[src/rtl/lin_mode_pkg.sv]
// Shared mode encoding for the LIN mode controller.
// The code values are visible at the top-level mode output.
package lin_mode_pkg;

    typedef enum logic [2:0] {
        M_UNPWR    = 3'd0,
        M_FAILSAFE = 3'd1,
        M_NORMAL   = 3'd2,
        M_SILENT   = 3'd3,
        M_SLEEP    = 3'd4
    } lin_mode_e;

endpackage

[src/rtl/lin_wake_filter.sv]
// Bus wake-up filter.
// While armed, it counts ticks during which the bus stays dominant (bus_i == 0).
// Any recessive sample, or dropping arm, clears the count.
// wake_o is high while armed and the count has reached LIMIT.
// Assumes that tick_i is a single-cycle clock enable.
module lin_wake_filter #(
    parameter int LIMIT = 1440
) (
    input  logic clk,
    input  logic rst_n,
    input  logic tick_i,
    input  logic arm_i,
    input  logic bus_i,
    output logic wake_o
);
    localparam int CW = $clog2(LIMIT + 1);
    localparam logic [CW-1:0] LIM = CW'(LIMIT);

    logic [CW-1:0] cnt_q;

    // Count dominant ticks, saturating at the limit; restart on recessive.
    always_ff @(posedge clk) begin
        if (!rst_n || !arm_i || bus_i) begin
            cnt_q <= '0;
        end else if (tick_i && cnt_q != LIM) begin
            cnt_q <= cnt_q + 1'b1;
        end
    end

    // Report a qualified wake-up only while armed.
    assign wake_o = arm_i && (cnt_q == LIM);

    // a recessive sample while armed leaves the count empty.
    p_clear_recessive_r5: assert property (@(posedge clk) disable iff (!rst_n)
        (arm_i && bus_i) |=> (cnt_q == '0));

    // a wake-up only starts after a dominant bus sample.
    p_wake_dominant_r5: assert property (@(posedge clk) disable iff (!rst_n)
        $rose(wake_o) |-> $past(!bus_i));

endmodule

[src/rtl/lin_reset_timer.sv]
// Host reset hold-off timer.
// nres_o drops on the clock after the rail is reported bad.
// It rises only after LIMIT ticks of a good rail.
// Assumes that vcc_ok_i already combines the regulator enable with the undervoltage flag.
module lin_reset_timer #(
    parameter int LIMIT = 64000
) (
    input  logic clk,
    input  logic rst_n,
    input  logic tick_i,
    input  logic vcc_ok_i,
    output logic nres_o
);
    localparam int CW = $clog2(LIMIT + 1);
    localparam logic [CW-1:0] LIM = CW'(LIMIT);

    logic [CW-1:0] cnt_q;
    logic          nres_q;

    // Hold reset while the rail is bad; release it after the hold-off count.
    always_ff @(posedge clk) begin
        if (!rst_n || !vcc_ok_i) begin
            cnt_q  <= '0;
            nres_q <= 1'b0;
        end else if (cnt_q == LIM) begin
            nres_q <= 1'b1;
        end else if (tick_i) begin
            cnt_q <= cnt_q + 1'b1;
        end
    end

    assign nres_o = nres_q;

    // a bad rail forces the reset low on the next clock.
    p_nres_low_bad_r7: assert property (@(posedge clk) disable iff (!rst_n)
        !vcc_ok_i |=> !nres_o);

    // the reset is only released while the rail has been good.
    p_nres_rise_good_r7: assert property (@(posedge clk) disable iff (!rst_n)
        $rose(nres_o) |-> $past(vcc_ok_i));

endmodule

[src/rtl/lin_mode_fsm.sv]
// Operating-mode state machine.
// Selects Unpowered, Fail-safe, Normal, Silent or Sleep from the supply flags,
// the host pins, the wake sources and the host reset.
// It also derives the enables and the receive-data level from the mode.
// Assumes that bus_wake_i comes from a filter armed by arm_o.
module lin_mode_fsm
    import lin_mode_pkg::*;
(
    input  logic      clk,
    input  logic      rst_n,
    input  logic      vs_hi_i,
    input  logic      vs_lo_i,
    input  logic      en_i,
    input  logic      txd_i,
    input  logic      bus_i,
    input  logic      local_wake_i,
    input  logic      bus_wake_i,
    input  logic      nres_i,
    output lin_mode_e mode_o,
    output logic      arm_o,
    output logic      reg_en_o,
    output logic      xcvr_en_o,
    output logic      rxd_o
);
    lin_mode_e mode_q, mode_d;
    logic      lwp_q;
    logic      wflag_q;

    // Next-mode selection; a supply drop overrides every other request.
    always_comb begin
        mode_d = mode_q;
        if (mode_q != M_UNPWR && vs_lo_i) begin
            mode_d = M_UNPWR;
        end else begin
            case (mode_q)
                M_UNPWR:    if (vs_hi_i) mode_d = M_FAILSAFE;
                M_FAILSAFE: if (en_i) mode_d = M_NORMAL;
                M_NORMAL:   if (!en_i) mode_d = txd_i ? M_SILENT : M_SLEEP;
                M_SILENT: begin
                    if (bus_wake_i || !nres_i) mode_d = M_FAILSAFE;
                    else if (en_i)             mode_d = M_NORMAL;
                end
                M_SLEEP: begin
                    if (bus_wake_i)                            mode_d = M_FAILSAFE;
                    else if (en_i && (lwp_q || local_wake_i))  mode_d = M_NORMAL;
                end
                default:    mode_d = M_UNPWR;
            endcase
        end
    end

    // Mode register, local-wake memory and bus-wake marker.
    always_ff @(posedge clk) begin
        if (!rst_n) begin
            mode_q  <= M_UNPWR;
            lwp_q   <= 1'b0;
            wflag_q <= 1'b0;
        end else begin
            mode_q  <= mode_d;
            lwp_q   <= (mode_q == M_SLEEP) && mode_d == M_SLEEP && (lwp_q || local_wake_i);
            wflag_q <= (mode_d == M_FAILSAFE) &&
                       ((mode_q == M_FAILSAFE) ? wflag_q : bus_wake_i);
        end
    end

    // Mode-dependent outputs.
    always_comb begin
        reg_en_o  = 1'b0;
        xcvr_en_o = 1'b0;
        rxd_o     = 1'b0;
        case (mode_q)
            M_FAILSAFE: begin reg_en_o = 1'b1; rxd_o = !wflag_q; end
            M_NORMAL:   begin reg_en_o = 1'b1; xcvr_en_o = 1'b1; rxd_o = bus_i; end
            M_SILENT:   begin reg_en_o = 1'b1; rxd_o = 1'b1; end
            default:    ;
        endcase
    end

    assign arm_o  = (mode_q == M_SILENT) || (mode_q == M_SLEEP);
    assign mode_o = mode_q;

    // a supply drop in any powered mode returns to Unpowered.
    p_vs_drop_r2: assert property (@(posedge clk) disable iff (!rst_n)
        (vs_lo_i && mode_q != M_UNPWR) |=> (mode_q == M_UNPWR));

    // the TXD level at EN low selects Silent or Sleep.
    p_normal_exit_r4: assert property (@(posedge clk) disable iff (!rst_n)
        (mode_q == M_NORMAL && !en_i && !vs_lo_i)
        |=> (mode_q == ($past(txd_i) ? M_SILENT : M_SLEEP)));

    // without a wake source, Sleep is held.
    p_sleep_hold_r6: assert property (@(posedge clk) disable iff (!rst_n)
        (mode_q == M_SLEEP && !vs_lo_i && !bus_wake_i && !lwp_q && !local_wake_i)
        |=> (mode_q == M_SLEEP));

    // a host reset in Silent returns to Fail-safe.
    p_silent_reset_r8: assert property (@(posedge clk) disable iff (!rst_n)
        (mode_q == M_SILENT && !nres_i && !vs_lo_i) |=> (mode_q == M_FAILSAFE));

endmodule

[src/rtl/lin_mode_ctrl.sv]
// Top level of the LIN transceiver mode controller.
// Connects the mode state machine, the bus wake-up filter and the host reset
// hold-off timer. Both windows are counted in ticks of tick_i.
// Assumes that tick_i arrives TICKS_PER_US times per microsecond.
module lin_mode_ctrl #(
    parameter int TICKS_PER_US = 16,
    parameter int WAKE_US      = 90,
    parameter int RESET_US     = 4000
) (
    input  logic       clk,
    input  logic       rst_n,
    input  logic       tick_i,
    input  logic       vs_hi_i,
    input  logic       vs_lo_i,
    input  logic       vcc_uv_i,
    input  logic       en_i,
    input  logic       txd_i,
    input  logic       bus_i,
    input  logic       local_wake_i,
    output logic [2:0] mode_o,
    output logic       reg_en_o,
    output logic       xcvr_en_o,
    output logic       rxd_o,
    output logic       nres_o
);
    import lin_mode_pkg::*;

    localparam int WAKE_TICKS  = WAKE_US * TICKS_PER_US;
    localparam int RESET_TICKS = RESET_US * TICKS_PER_US;

    lin_mode_e mode;
    logic      arm;
    logic      bus_wake;
    logic      nres;
    logic      reg_en;

    lin_wake_filter #(.LIMIT(WAKE_TICKS)) u_wake (
        .clk    (clk),
        .rst_n  (rst_n),
        .tick_i (tick_i),
        .arm_i  (arm),
        .bus_i  (bus_i),
        .wake_o (bus_wake)
    );

    lin_reset_timer #(.LIMIT(RESET_TICKS)) u_rst (
        .clk      (clk),
        .rst_n    (rst_n),
        .tick_i   (tick_i),
        .vcc_ok_i (reg_en && !vcc_uv_i),
        .nres_o   (nres)
    );

    lin_mode_fsm u_fsm (
        .clk          (clk),
        .rst_n        (rst_n),
        .vs_hi_i      (vs_hi_i),
        .vs_lo_i      (vs_lo_i),
        .en_i         (en_i),
        .txd_i        (txd_i),
        .bus_i        (bus_i),
        .local_wake_i (local_wake_i),
        .bus_wake_i   (bus_wake),
        .nres_i       (nres),
        .mode_o       (mode),
        .arm_o        (arm),
        .reg_en_o     (reg_en),
        .xcvr_en_o    (xcvr_en_o),
        .rxd_o        (rxd_o)
    );

    assign mode_o   = mode;
    assign reg_en_o = reg_en;
    assign nres_o   = nres;

    // the transceiver is never enabled with the regulator off.
    p_xcvr_needs_reg_r10: assert property (@(posedge clk) disable iff (!rst_n)
        xcvr_en_o |-> reg_en_o);

endmodule

[config.mk]
export PLATFORM = sky130hd
export DESIGN_NAME = lin_mode_ctrl
export DESIGN_NICKNAME = d
export VERILOG_FILES = /design/src/rtl/lin_mode_pkg.sv /design/src/rtl/lin_wake_filter.sv /design/src/rtl/lin_reset_timer.sv /design/src/rtl/lin_mode_fsm.sv /design/src/rtl/lin_mode_ctrl.sv
export SDC_FILE = /design/constraint.sdc
export NUM_CORES = 1
export LEC_CHECK = 0
export BUFFER_PORTS_ARGS = -buffer_cell sky130_fd_sc_hd__buf_2
export CAP_MARGIN = 15
export CORE_ASPECT_RATIO = 1.25
export CORE_MARGIN = 2
export CORE_UTILIZATION = 35
export DETAILED_ROUTE_END_ITERATION = 10
export PLACE_DENSITY = 0.57
export SLEW_MARGIN = 30
export SYNTH_ARGS = -nofsm -noshare
export SYNTH_HDL_FRONTEND = slang
export SYNTH_SLANG_ARGS = --single-unit
[constraint.sdc]
create_clock -name clk -period 2.6 [get_ports clk]
set_input_delay 0.39 -clock clk [delete_from_list [all_inputs] [get_ports clk]]
set_output_delay 0.39 -clock clk [all_outputs]
set_load 0.02 [all_outputs]
==> impl_metrics.ini, run 1 <==
[die]
io_pins = 17
die_y_um = 82.2
start_util_pct = 36.2
fp.dieW_um = 66.6
core-area_mm2 = 0.00473
rows = 28
die-area_mm2 = 0.00548

[final_layout]
fin_nets = 242
layout-drive-gt1-share_pct = 16.6
multi_input_area_um2 = 988
diodes = 0
fin_util_pct = 41.7
final_common_cell = dfxtp_1
nFillCells = 478
syn_to_final_growth_pct = 15.1
register_area_um2 = 661
final_cell_mix = dfxtp_1 (33), nor2_1 (29), nand2_1 (17)

[clock_network]
cts_buffer_depth = 2
path_clk_slew_ns = 0.07
clk_latency_ns = 0.28
cts_made_buffers = 5
cts-resized-gates = 0
cts_tree = yes
htree_levels = 2
post-cts-setup-buffers = 0
cts.sinks = 33
clockRootBuffer = clkbuf_8
cts_hold_buf = 0

[synth]
syn-instance-count = 208
synth.net_count = 222
avgSynthCellArea_um2 = 8.24
syn_area_mm2 = 0.00171
yosys_warnings = 0
synth_flop_cell = dfxtp_1
ys_seq_area_share_pct = 38.5
ys_types = 43
synth-edff-count = 0
async_flop_share_pct = 0
ys_ff_latch = 33

[critical_path]
path_depth = 6
crit_end = u_fsm.mode_o[0]$_SDFF_PN0_
crit_fanout = 6
cp-startpoint = u_wake.cnt_q[0]$_SDFFE_PP0P_
cp_cell_sequence = inv_1 -> ha_1 -> or4bb_1 -> or3_1 -> o21bai_1 -> a21oi_1
rr_endpoint = u_fsm.mode_o[0]$_SDFF_PN0_
rrSetupSlack_ns = 0.65
cpPeakStageDelay_ns = 0.49
r2r_start = u_wake.cnt_q[0]$_SDFFE_PP0P_
ff2ff_path_depth = 6
crit_required_ns = 2.81
slowest_stage = or4bb_1
critPathBufInv = 1
cpLargestDelayFamily = simple AND/OR/NAND/NOR gates
worstSetupPathType = flip-flop to flip-flop
end_kind = flip-flop
crit_arrival_ns = 2.17
startpoint_type = flip-flop

[route]
drc = 0
avgViaCountPerCell = 5.04
drt-pass1-iter-count = 4
drt-initial-drc-count = 70
postRouteAntennaNets = 0
vias = 1457
drt_wl_total_mm = 3.54
wl_per_cell_um = 12.3

[placement]
dpl_worst_slack_ns = 0.681
portBuffers = 16
gp_congestion = 0.820
dp_hpwl_mm = 2.57

[min_path]
hp-class = flip-flop to flip-flop
hold_depth = 2

[global_routing]
grt_pass1_vias = 1314
grt_max_degree = 17
grt_antenna_before_repair = 0
gr-total-overflow = 0
grt_pass1_wl_mm = 6.04
groute.usage.overall_pct = 14.5

[power_and_ir_drop]
leakage_nw = 0.652
max-vdd-ir-drop_uv = 268
pwr_density_cell_mw_per_mm2 = 513

[timing]
worstMarginPinSlew_ns = 0.410
period_share_pct = 75.1
maxSlewViolCount = 0
max_freq_ghz = 0.512
skew_ns = 0.00591
fin_ws_ns = 0.646
period_needed_ns = 1.95
slew_headroom_pct = 72.3
hold_viol = 0
setup_tns_ns = 0
rsz0062_at_grt = no
setup_violations = 0

[status]
status = finished, final reports clean

[job]
cap_violations = 0
worst min-delay path by stage:
stage,start,end,slack (ns)
2_1_floorplan,u_fsm.wflag_q$_SDFF_PN0_,u_fsm.wflag_q$_SDFF_PN0_,0.44
3_5_place_dp,u_fsm.wflag_q$_SDFF_PN0_,u_fsm.wflag_q$_SDFF_PN0_,0.46
5_1_grt,rst_n,u_fsm.mode_o[2]$_SDFF_PN0_,0.48
3_3_place_gp,u_fsm.wflag_q$_SDFF_PN0_,u_fsm.wflag_q$_SDFF_PN0_,0.46
4_1_cts,rst_n,u_fsm.wflag_q$_SDFF_PN0_,0.46
6_report,u_fsm.wflag_q$_SDFF_PN0_,u_fsm.wflag_q$_SDFF_PN0_,0.47
power by group:
part | switching (mW) | internal (mW) | total [mW] | leakage (nW)
Clock | 0.180 | 0.239 | 0.419 | 0.0542
Combinational | 0.0461 | 0.0300 | 0.0761 | 0.332
Sequential | 0.00752 | 0.509 | 0.516 | 0.266
Total | 0.234 | 0.778 | 1.01 | 0.652
worst reg2reg max path: stages (launching register included):
cell and delay, ns:
dfxtp_1 0.34, inv_1 0.09, ha_1 0.14, or4bb_1 0.49, or3_1 0.46, o21bai_1 0.21
a21oi_1 0.16
flip-flops by register name, indices dropped and copies added, names as in the netlist:
name,cells
u_rst.nres_o,1
u_rst.cnt_q,16
u_wake.cnt_q,11
u_fsm.wflag_q,1
u_fsm.lwp_q,1
u_fsm.mode_o,3
cell families after synthesis:
kind of cell    after synthesis  share of synthesized area, %
simple gates                103                          33.2
compound gates               33                          12.3
flops                        33                          38.5
xor+xnor                     17                          8.69
buf+inv                      17                          3.80
fa+ha+maj                     5                          3.50
through the flow:
step                      instance area [um2]  total power [mW]  cells  hold WS (ns)
after floorplan                          1710             0.576    208         0.443
after global placement                   1870             0.605    281         0.463
after detailed placement                 1870             0.604    281         0.464
after CTS                                1970              1.03    289         0.465
after global routing                     1970              1.06    289         0.484
final                                    1970              1.01    289         0.466
routing by layer:
| metal | track usage, % | wire length [um] | part of all wire [%] |
|---|---|---|---|
| met2 | 23.6 | 1800 | 51 |
| met1 | 17.9 | 1590 | 45 |
| met5 | 0 | 0 | 0 |
| met3 | 3.66 | 93 | 2.6 |
| met4 | 6.73 | 65 | 1.8 |
final cells by class:
cell class | instances | area share (%)
Clock inverter | 1 | 0.254
Clock buffer | 7 | 4.88
Timing Repair Buffer | 20 | 5.58
Sequential cell | 33 | 33.5
Tap cell | 60 | 3.80
Multi-Input combinational cell | 158 | 50.1
Inverter | 10 | 1.90
cells in the mapped netlist (all sizes together) (2+ instances only):
| cell type | n | area share, % |
|---|---|---|
| a21oi | 12 | 3.5 |
| buf | 2 | 0.51 |
| clkbuf | 5 | 1.1 |
| dfxtp | 33 | 39 |
| ha | 4 | 2.9 |
| inv | 10 | 2.2 |
| nand2 | 17 | 3.7 |
| nand2b | 4 | 1.5 |
| nand3 | 7 | 2.0 |
| nand4 | 9 | 4.2 |
| nor2 | 31 | 7.1 |
| nor2b | 4 | 1.5 |
| nor3 | 7 | 2.0 |
| nor4 | 5 | 1.8 |
| o21ai | 11 | 3.2 |
| o41ai | 2 | 2.1 |
| or3 | 7 | 2.6 |
| or4 | 4 | 2.4 |
| or4b | 2 | 1.4 |
| xnor2 | 12 | 6.1 |
| xor2 | 5 | 2.6 |
(Power assumes the default switching activity.)
==> inputs of run 2 (changes only) <==
--- a/config.mk
+++ b/config.mk
@@ -11,7 +11,7 @@
 export CORE_MARGIN = 2
 export CORE_UTILIZATION = 35
 export DETAILED_ROUTE_END_ITERATION = 10
-export PLACE_DENSITY = 0.57
+export PLACE_DENSITY = 0.59
 export SLEW_MARGIN = 30
 export SYNTH_ARGS = -nofsm -noshare
 export SYNTH_HDL_FRONTEND = slang
==> constraint.sdc (replaced) <==
create_clock -name clk -period 1.6 [get_ports clk]
set_input_delay 0.24 -clock clk [delete_from_list [all_inputs] [get_ports clk]]
set_output_delay 0.24 -clock clk [all_outputs]
set_load 0.02 [all_outputs]
==> run 2 against run 1 <==
Flip-flop and latch count stayed put. The run now ends with setup timing left. Global-route usage up 1.5 points. Worst hold slack worse by 0.14 ns. Utilization rose by 7.4 points. Combinational power increased by 76%. Die area unchanged. Largest cell class unchanged. First-iteration DRC count rose by 27%. Clock skew up 0.0017 ns.
==> impl_metrics.ini, run 2 (synthesis gave the netlist of run 1 again) <==
[final_layout]
final_cell_mix = buf_4 (35), nor2_1 (29), dfxtp_1 (20)
syn_to_final_growth_pct = 35.6
fin_nets = 276
largest_register = u_rst.cnt_q
diodes = 0
final_common_cell = buf_4
nFillCells = 456
largest_register_ff_count = 16
multi_input_area_mm2 = 0.00106
register_area_um2 = 687
layout-drive-gt1-share_pct = 35.9

[min_path]
hp-class = primary input to flip-flop

[job]
cap_violations = 0

[route]
drt-pass1-iter-count = 4
avgViaCountPerCell = 4.95
drc = 0
drt_wl_total_mm = 3.80
postRouteAntennaNets = 0
drt-initial-drc-count = 89
vias = 1593
wl_per_cell_um = 11.8

[timing]
max_freq_ghz = 0.595
period_share_pct = 105
period_needed_ns = 1.68
slew_headroom_pct = 75.3
worstMarginPinSlew_ns = 0.368
skew_ns = 0.00763
whs_ns = 0.323
maxSlewViolCount = 0
fin_ws_ns = -0.0820
setup_violations = 9
hold_viol = 0
rsz0062_at_grt = yes

[clock_network]
cts_tree = yes
cts.sinks = 33
cts_buffer_depth = 2
cts_hold_buf = 0
clk_latency_ns = 0.28
path_clk_slew_ns = 0.06
htree_levels = 2
cts_made_buffers = 5
clockRootBuffer = clkbuf_8

[global_routing]
grt_max_degree = 16
grt_pass1_wl_mm = 6.73
groute.usage.overall_pct = 16.0
grt_pass1_vias = 1519
gr-total-overflow = 0
grt_antenna_before_repair = 0

[power_and_ir_drop]
max-vdd-ir-drop_uv = 467
pwr_density_cell_mw_per_mm2 = 682
leakage_nw = 0.843

[critical_path]
cp_cell_sequence = inv_2 -> ha_1 -> or4bb_1 -> or3_4 -> o21bai_4 -> a21oi_1
crit_fanout = 6
startpoint_type = flip-flop
crit_required_ns = 1.80
cpPeakStageDelay_ns = 0.41
end_kind = flip-flop
critPathBufInv = 1
crit_arrival_ns = 1.88
worstSetupPathType = flip-flop to flip-flop
slowest_stage = or4bb_1
cpLargestDelayFamily = simple AND/OR/NAND/NOR gates

[die]
rows = 28
io_pins = 17
die-area_mm2 = 0.00548
fp.dieW_um = 66.6
core-area_mm2 = 0.00473
die_y_um = 82.2
start_util_pct = 36.2

[placement]
gp_congestion = 0.760
portBuffers = 16
dpl_worst_slack_ns = -0.118
dp_hpwl_mm = 2.83

[status]
status = complete, but fails checks
failed_checks = setup timing
## run 2: cell count changes in the layout (fill, tap and decap cells not counted), moves of 2 or more
cell / before / now
dfxtp_2: 0 / 9
a21oi_2: 0 / 3
buf_6: 0 / 3
dfxtp_4: 0 / 4
buf_4: 4 / 35
nand2_1: 17 / 15
a21oi_1: 12 / 9
dfxtp_1: 33 / 20
## run 2: metal layers
metal | track usage, % | wire length, um | vias to the layer above
li1 | - | - | 838
met1 | 19.0 | 1700 | 737
met2 | 27.2 | 1950 | 11
met3 | 4.88 | 85 | 7
met4 | 5.71 | 68 | 0
met5 | 0 | 0 | -
## run 2: final cells by class
type | instances | share of cell area [%]
clock buffers | 7 | 3.71
inverters | 10 | 1.61
multi-input cells | 158 | 45.7
repair buffers | 54 | 16.2
flip-flops and latches | 33 | 29.5
well taps | 60 | 3.23
## run 2: worst paths after layout
kind,start,end,slack (ns),cells past startpoint
worst max-delay path,u_wake.cnt_q[0]$_SDFFE_PP0P_,u_fsm.mode_o[0]$_SDFF_PN0_,-0.08,6
worst min-delay path,rst_n,u_fsm.wflag_q$_SDFF_PN0_,0.32,3
worst max register to register,u_wake.cnt_q[0]$_SDFFE_PP0P_,u_fsm.mode_o[0]$_SDFF_PN0_,-0.08,6
worst min register to register,u_fsm.wflag_q$_SDFF_PN0_,u_fsm.wflag_q$_SDFF_PN0_,0.48,2
## run 2: stage by stage
stage	cell area (um2)	instances	total power, mW	TNS, ns	util (%)
2_1_floorplan	1760	208	0.942	-0.282	-
3_3_place_gp	2120	310	0.990	-0.433	44.9
3_5_place_dp	2120	310	0.991	-0.706	44.9
4_1_cts	2270	321	1.61	-0.383	48.0
5_1_grt	2320	322	1.67	-1.39	49.2
6_report	2320	322	1.59	-0.397	49.2
## run 2: timing repair
item,CTS,global route
pin swaps,11,11
buffers inserted,4,1
setup endpoints to repair,16,16
gates resized for setup,10,11
## run 2: power breakdown
| group | leakage, nW | switching (mW) | internal [mW] |
|---|---|---|---|
| Sequential | 0.274 | 0.0132 | 0.823 |
| Combinational | 0.525 | 0.0774 | 0.0563 |
| Clock | 0.0443 | 0.276 | 0.341 |
| Total | 0.843 | 0.366 | 1.22 |
## run 2: worst reg2reg max path: cells and delay by family (launching register included)
kind | cells | cell delay (ns)
adder cells (fa/ha/maj) | 1 | 0.12
AND/OR/NAND/NOR | 2 | 0.81
buffers and inverters | 1 | 0.05
AO/OA/AOI/OAI | 2 | 0.30
flip-flops | 1 | 0.33
==> inputs of run 3 (changes only) <==
--- a/config.mk
+++ b/config.mk
@@ -7,11 +7,13 @@
 export LEC_CHECK = 0
 export BUFFER_PORTS_ARGS = -buffer_cell sky130_fd_sc_hd__buf_2
 export CAP_MARGIN = 15
+export CELL_PAD_IN_SITES_DETAIL_PLACEMENT = 1
+export CELL_PAD_IN_SITES_GLOBAL_PLACEMENT = 2
 export CORE_ASPECT_RATIO = 1.25
 export CORE_MARGIN = 2
-export CORE_UTILIZATION = 35
+export CORE_UTILIZATION = 31
 export DETAILED_ROUTE_END_ITERATION = 10
-export PLACE_DENSITY = 0.59
+export PLACE_DENSITY = 0.79
 export SLEW_MARGIN = 30
 export SYNTH_ARGS = -nofsm -noshare
 export SYNTH_HDL_FRONTEND = slang
==> run 3 against run 2 <==
The run still ends with setup timing left. Highest routed layer unchanged. Worst hold slack got worse by 0.016 ns. Clock-buffer cell count is the same. Clock skew is 0.00093 ns lower. Largest cell class unchanged. Largest power group unchanged. Utilization down 5.3 points. Critical endpoint is now u_fsm.wflag_q$_SDFF_PN0_. Routed wire length increased by 19%.
==> impl_metrics.ini, run 3 (synthesis gave the netlist of run 1 again) <==
[status]
status = complete, but fails checks
failed_checks = setup timing

[timing]
setup_violations = 9
worstMarginPinSlew_ns = 0.378
hold_viol = 0
maxSlewViolCount = 0
fin_ws_ns = -0.144
setup_tns_ns = -0.674
whs_ns = 0.307
skew_ns = 0.00671
rsz0062_at_grt = yes
max_freq_ghz = 0.573
period_needed_ns = 1.74
slew_headroom_pct = 74.8
period_share_pct = 109

[critical_path]
cp_cell_sequence = inv_2 -> ha_1 -> or4bb_4 -> or3_4 -> o21bai_4 -> a21oi_2
end_kind = flip-flop
slowest_stage = or4bb_4
crit_arrival_ns = 1.96
startpoint_type = flip-flop
cpPeakStageDelay_ns = 0.46
crit_required_ns = 1.82
worstSetupPathType = flip-flop to flip-flop
ff2ff_path_depth = 6
crit_fanout = 6

[placement]
post-place-cells = 317
gp_congestion = 0.758
dpl_worst_slack_ns = -0.152
portBuffers = 16
dp_hpwl_mm = 3.39
place_area_mm2 = 0.00215

[die]
core-area_mm2 = 0.00537
io_pins = 17
rows = 30
die-area_mm2 = 0.00614
fp.dieW_um = 70.5
die_y_um = 87.1
start_util_pct = 31.9

[clock_network]
path_clk_slew_ns = 0.07
cts.sinks = 33
cts_made_buffers = 5
clockRootBuffer = clkbuf_8
cts_buffer_depth = 2
clk_latency_ns = 0.29
cts_tree = yes
htree_levels = 2
cts_hold_buf = 0

[route]
drc = 0
avgViaCountPerCell = 4.99
postRouteAntennaNets = 0
drt_wl_total_mm = 4.50
vias = 1628
drt-pass1-iter-count = 4
wl_per_cell_um = 13.8
drt-initial-drc-count = 35

[final_layout]
layout-drive-gt1-share_pct = 38.2
diodes = 0
largest_register_ff_count = 16
multi_input_area_mm2 = 0.00108
final_cell_mix = buf_4 (35), nor2_1 (29), dfxtp_1 (20)
fin_nets = 275
fin_cells = 326
final_common_cell = buf_4
syn_to_final_growth_pct = 37.3
nFillCells = 666
fin_area_mm2 = 0.00235
register_area_um2 = 687
largest_register = u_rst.cnt_q

[global_routing]
gr-total-overflow = 0
grt.met2_usage_pct = 28.6
grt_antenna_before_repair = 0
grt_pass1_wl_mm = 7.78
groute.usage.overall_pct = 15.9
grt_pass1_vias = 1709
use_met3_pct = 2.78
globalRouteMet1Util_pct = 18.6
grt_max_degree = 16
top_usage_layer = met2

[power_and_ir_drop]
pwr_density_cell_mw_per_mm2 = 716
leakage_nw = 0.843
max-vdd-ir-drop_uv = 500

[min_path]
hp-class = primary input to flip-flop
hold_depth = 4

[job]
cap_violations = 0
-- run 3: final timing paths --
kind,startpoint,to,slack (ns)
setup / recovery,u_wake.cnt_q[0]$_SDFFE_PP0P_,u_fsm.wflag_q$_SDFF_PN0_,-0.14
hold / removal,en_i,u_fsm.lwp_q$_SDFF_PN0_,0.31
setup reg to reg,u_wake.cnt_q[0]$_SDFFE_PP0P_,u_fsm.wflag_q$_SDFF_PN0_,-0.14
hold reg to reg,u_fsm.wflag_q$_SDFF_PN0_,u_fsm.wflag_q$_SDFF_PN0_,0.51
-- run 3: metrics by stage --
stage | total power, mW | utilization [%]
after floorplan | 0.942 | -
after global placement | 0.997 | 40.1
after detailed placement | 0.999 | 40.1
after CTS | 1.71 | 42.7
after global routing | 1.76 | 43.8
final | 1.68 | 43.8
-- run 3: worst max-delay path, delay by kind of cell, from the launching register on --
family	cells	cell delay [ns]
AO/OA/AOI/OAI	2	0.33
adder cells (fa/ha/maj)	1	0.13
buffers and inverters	1	0.05
flip-flops	1	0.33
AND/OR/NAND/NOR	2	0.84
-- run 3: final cells by class --
type | count | area share (%)
Sequential cell | 33 | 29.2
Multi-Input combinational cell | 158 | 46.0
Timing Repair Buffer | 53 | 15.5
Tap cell | 64 | 3.40
Inverter | 10 | 1.59
Clock inverter | 1 | 0.213
Clock buffer | 7 | 4.09
-- run 3: timing repair --
item,in CTS,in global routing
pin swaps,11,10
endpoints found under the setup margin,16,17
hold endpoints to repair,0,0
gates resized for setup,9,16
setup buffers,1,0
-- run 3: metal layers --
layer	wire, um	part of all wire (%)
met5	0	0
met4	89	2.0
met3	74	1.6
met2	2380	53
met1	1960	43
-- run 3: report_power, final --
| part | leakage, nW | internal (mW) | total [mW] | switching, mW |
|---|---|---|---|---|
| Clock | 0.0542 | 0.389 | 0.706 | 0.317 |
| Combinational | 0.515 | 0.0599 | 0.144 | 0.0837 |
| Sequential | 0.274 | 0.823 | 0.835 | 0.0119 |
| Total | 0.843 | 1.27 | 1.68 | 0.413 |
